[src/rtl/sepport_sram.sv]
module sepport_sram #(
  parameter int AW = 6,
  parameter int DW = 18,
  parameter int NB = 2
) (
  input  logic          clk,
  input  logic          rst_n,
  input  logic [AW-1:0] addr,
  input  logic          rd_n,
  input  logic          wr_n,
  input  logic [DW-1:0] wdata,
  input  logic [NB-1:0] wmask_n,
  output logic [DW-1:0] rdata,
  output logic          rvalid
);
  localparam int LW    = DW / NB;
  localparam int DEPTH = 1 << AW;

  logic [DW-1:0] mem [DEPTH];
  logic [AW-1:0] addr_nx;
  logic          rd_stg1, rd_stg2, beat2_pend, wr_ph;
  logic [DW-1:0] s1a, s1b, s2a, s2b, wd1;
  logic [NB-1:0] wm1;
  logic          rd_go, wr_go;

  assign addr_nx = addr + 1'b1;
  assign rd_go   = !rd_n && !rd_stg1;
  assign wr_go   = !wr_n && !wr_ph;

  always_ff @(posedge clk) begin
    if (!rst_n) begin
      for (int k = 0; k < DEPTH; k++) mem[k] <= '0;
    end else if (wr_ph) begin
      for (int i = 0; i < NB; i++) begin
        if (!wm1[i])     mem[addr][i*LW +: LW]    <= wd1[i*LW +: LW];
        if (!wmask_n[i]) mem[addr_nx][i*LW +: LW] <= wdata[i*LW +: LW];
      end
    end
  end

  always_ff @(posedge clk) begin
    if (!rst_n) begin
      wr_ph <= 1'b0;
      wd1   <= '0;
      wm1   <= '1;
    end else begin
      wr_ph <= wr_go;
      if (wr_go) begin
        wd1 <= wdata;
        wm1 <= wmask_n;
      end
    end
  end

  always_ff @(posedge clk) begin
    if (!rst_n) begin
      rd_stg1    <= 1'b0;
      rd_stg2    <= 1'b0;
      beat2_pend <= 1'b0;
      s1a <= '0; s1b <= '0; s2a <= '0; s2b <= '0;
      rdata  <= '0;
      rvalid <= 1'b0;
    end else begin
      rd_stg1 <= rd_go;
      if (rd_go) begin
        s1a <= mem[addr];
        s1b <= mem[addr_nx];
      end
      rd_stg2 <= rd_stg1;
      if (rd_stg1) begin
        s2a <= s1a;
        s2b <= s1b;
      end
      beat2_pend <= rd_stg2;
      if (rd_stg2) begin
        rdata  <= s2a;
        rvalid <= 1'b1;
      end else if (beat2_pend) begin
        rdata  <= s2b;
        rvalid <= 1'b1;
      end else begin
        rvalid <= 1'b0;
      end
    end
  end
endmodule

[config.mk]
export PLATFORM = sky130hd
export DESIGN_NAME = sepport_sram
export DESIGN_NICKNAME = d
export VERILOG_FILES = /design/src/rtl/sepport_sram.sv
export SDC_FILE = /design/constraint.sdc
export NUM_CORES = 2
export LEC_CHECK = 0
export ABC_AREA = 1
export BUFFER_PORTS_ARGS = -buffer_cell sky130_fd_sc_hd__buf_2
export CORE_UTILIZATION = 30
export DETAILED_ROUTE_END_ITERATION = 16
export MAX_ROUTING_LAYER = met4
export PLACE_DENSITY = 0.45
export SYNTH_ARGS = -nofsm -noshare
export SYNTH_HDL_FRONTEND = slang
export SYNTH_SLANG_ARGS = --single-unit
[constraint.sdc]
create_clock -name clk -period 2.8 [get_ports clk]
set_input_delay 0.56 -clock clk [delete_from_list [all_inputs] [get_ports clk]]
set_output_delay 0.56 -clock clk [all_outputs]
set_load 0.01 [all_outputs]
==> flow_summary.toml <==
[cts]
clk_path_buf_depth = 3
cts.sink_count = 1267
clock_latency_ps = 840
cts.clk_slew.worst_paths_ps = 60
cts_setup_buffers = 0
numCtsBuffers = 155
tritoncts = "built"
h-tree-depth = 4
cts-root-buf = "clkbuf_16"

[global_route]
top_usage_layer = "met2"
grt_usage_pct = 30.7
grt_pass1_vias = 70943
grt_max_degree = 111
grt_pass1_wl_mm = 527
antenna_found_initial = 13
grtUsageMet1_pct = 40.1
grt_use_met3_pct = 5.24
grt_overflow = 0
grt_use_met2_pct = 46.7

[placed_design]
postPlaceCellArea_um2 = 86600
hpwl_mm = 257
portBuffers = 48
globalplace.congestion = 0.981
dp.cells = 12787

[routing]
vias = 75564
wl_mm = 377
viasPerCell = 5.78
drcViolationCount = 0
drt_iter0_markers = 10318
drt.antenna.violating_nets = 0
wl_per_cell_um = 28.8
dr.pass1.iters = 9

[power]
swShare_pct = 30.0
clockPowerShare_pct = 40.2
p_switching_w = 0.0152
peakVddDrop_mv = 0.728
powerDensity_nw_per_um2 = 553
power.share.sequential_pct = 42.9
power_leakage_nw = 36.0
p_total_w = 0.0506
p_int_w = 0.0354
p_comb_share_pct = 16.9

[final_layout]
drive_gt1_share_pct = 15.6
layout.cells.non_filler = 13080
final_cell_mix = "nand2_1 (3418), edfxtp_1 (1152), o22ai_1 (1139)"
nets = 9776
final_area_um2 = 91700
final_common_cell = "nand2_1"
syn_to_final_growth_pct = 24.8

[floorplan]
die_x_um = 497
die_h_um = 497
die_area_um2 = 247000
boundaryPins = 49
coreArea_um2 = 243000
initial_utilization_pct = 30.2
fp-row-count = 181

[sta]
fmax_ghz = 0.433
worst_pin_slew_ps = 990
finalHoldViolCount = 0
max_slew_margin_pct = 34.0
min_period_over_period_pct = 82.4
rsz0062_at_grt = "false"
maxSlewViolCount = 0
fin_skew_ps = 30.5
finalSetupViolCount = 0
min_period_ps = 2310

[logic_synthesis]
yosys-top-cells-area = "edfxtp_1 (47%), nand2_1 (17%), o22ai_1 (9.7%), o21ai_0 (5.0%), nand3_1 (3.4%)"
ys_seq_area_share_pct = 50.2
synth.top_cell.area_share_pct = 47.1
syn_nets = 9265
syn_area_per_cell_um2 = 7.95
synth-seq-cells = 1267
netlist_area_um2 = 73400
yosys_warnings = 0
synth_cells = 9234
synth_area_leader_cell = "edfxtp_1"
ys_types = 41

[setup_path]
rr_endpoint = "mem[5][7]$_DFFE_PP_"
r2r-start = "wr_ph$_SDFF_PN0_"
path_max_fanout = 13
arrival_ps = 3040
end_kind = "flip-flop"
startpoint_type = "input pin"
worstSetupPathType = "input pin to flip-flop"
cp.required_ps = 3530
rr_worst_depth = 7
r2r_setup_slack_ps = 560

[min_path]
min_path_cells = 4
hold_start = "rst_n"
min_delay_worst_endpoint = "wd1[11]$_SDFFE_PN0P_"
worstHoldPathType = "input pin to flip-flop"

[run_status]
status = "complete, no violations"

[flow_run]
drv_cap = 0
layer usage:
| layer | share of wire (%) | up-vias |
|---|---|---|
| met1 | 42 | 37048 |
| met3 | 9.3 | 773 |
| met4 | 4.7 | 0 |
| met5 | 0 | - |
| li1 | - | 33293 |
| met2 | 44 | 4450 |
power groups by stage:
stage          logic [W]  registers [W]  clock network (W)
2_1_floorplan    0.00376         0.0219                  0
3_3_place_gp     0.00832         0.0221                  0
3_5_place_dp     0.00832         0.0221                  0
4_1_cts          0.00835         0.0217             0.0205
5_1_grt          0.00887         0.0218             0.0211
6_report         0.00856         0.0217             0.0204
how the worst max path moves through the flow:
stage | from | to | slack (ps) | cells after the start
after global placement | addr[2] | mem[26][0]$_DFFE_PP_ | -360 | 10
after global routing | addr[2] | mem[28][2]$_DFFE_PP_ | 450 | 12
after CTS | wr_ph$_SDFF_PN0_ | mem[4][2]$_DFFE_PP_ | 600 | 7
after detailed placement | addr[2] | mem[28][0]$_DFFE_PP_ | -310 | 10
final | addr[2] | s1a[15]$_SDFFE_PN0P_ | 490 | 15
after floorplan | addr[0] | mem[28][0]$_DFFE_PP_ | -6 | 8
registers in the layout, summed over array words and instances (netlist names):
name and count:
s2b 18, wd1 18, rd_stg2 1, rdata 18, s1b 18, rvalid 1, wr_ph 1, rd_stg1 1
wm1 2, mem 1152, s1a 18, beat2_pend 1, s2a 18
layout make-up:
type	count	area, um2
antenna	9	22.5
clock buffer	200	4250
clock inverter	81	709
fill	25075	152000
inverter	490	1900
multi-input combinational	6728	31900
sequential	1267	36900
tap	3202	4010
timing repair buffer	1103	12000
cells by family (layout without fill, tap and decap cells):
family,after synthesis,count (layout),synth area share (%)
AO/OA/AOI/OAI,2261,2261,17.9
XOR/XNOR,1,1,0.0375
adder cells (fa/ha/maj),1,1,0.0170
buffers and inverters,1239,1874,6.57
flip-flops,1267,1267,50.2
other,0,9,0
AND/OR/NAND/NOR,4465,4465,25.2
synth_stat cells (all sizes together):
cell type and number:
nand2 3420, o22ai 1157, edfxtp 1152, o21ai 740, nand3 590, clkbuf 582, inv 485, nor2 366
a21oi 261, buf 167, dfxtp 115, a22oi 67, nand4 47, and2 13, nand3b 13, o21a 13
a21boi 12, nor3 8, or2 8, a21o 5, clkinv 5, o2bb2ai 5, a211oi 1, ha 1
xor2 1
worst max-delay path, stage by stage:
cell and delay [ps]:
buf_4 160, buf_4 180, nand3_1 270, clkinv_2 200
buf_12 220, nand2_1 80, o21ai_0 70, nor2_1 250
nand3b_1 180, nand2_1 190, nand2_1 150, nor2_1 170
nand3_1 170, nand2_1 90, inv_1 50
per-stage QoR:
step / TNS, ps / setup slack, ps / hold slack, ps / utilization, %
after floorplan: -111 / -6.17 / 430 / -
final: 0 / 493 / 257 / 37.7
after global routing: 0 / 447 / 259 / 37.7
after CTS: 0 / 603 / 226 / 37.7
after detailed placement: -102370 / -310 / 456 / 35.6
after global placement: -107400 / -360 / 455 / 35.6
timing repair:
action                                 CTS  global route
hold buffers                             3             0
gates resized for setup                  0             0
endpoints found under the hold margin    3             0
(Power assumes the default switching activity.)
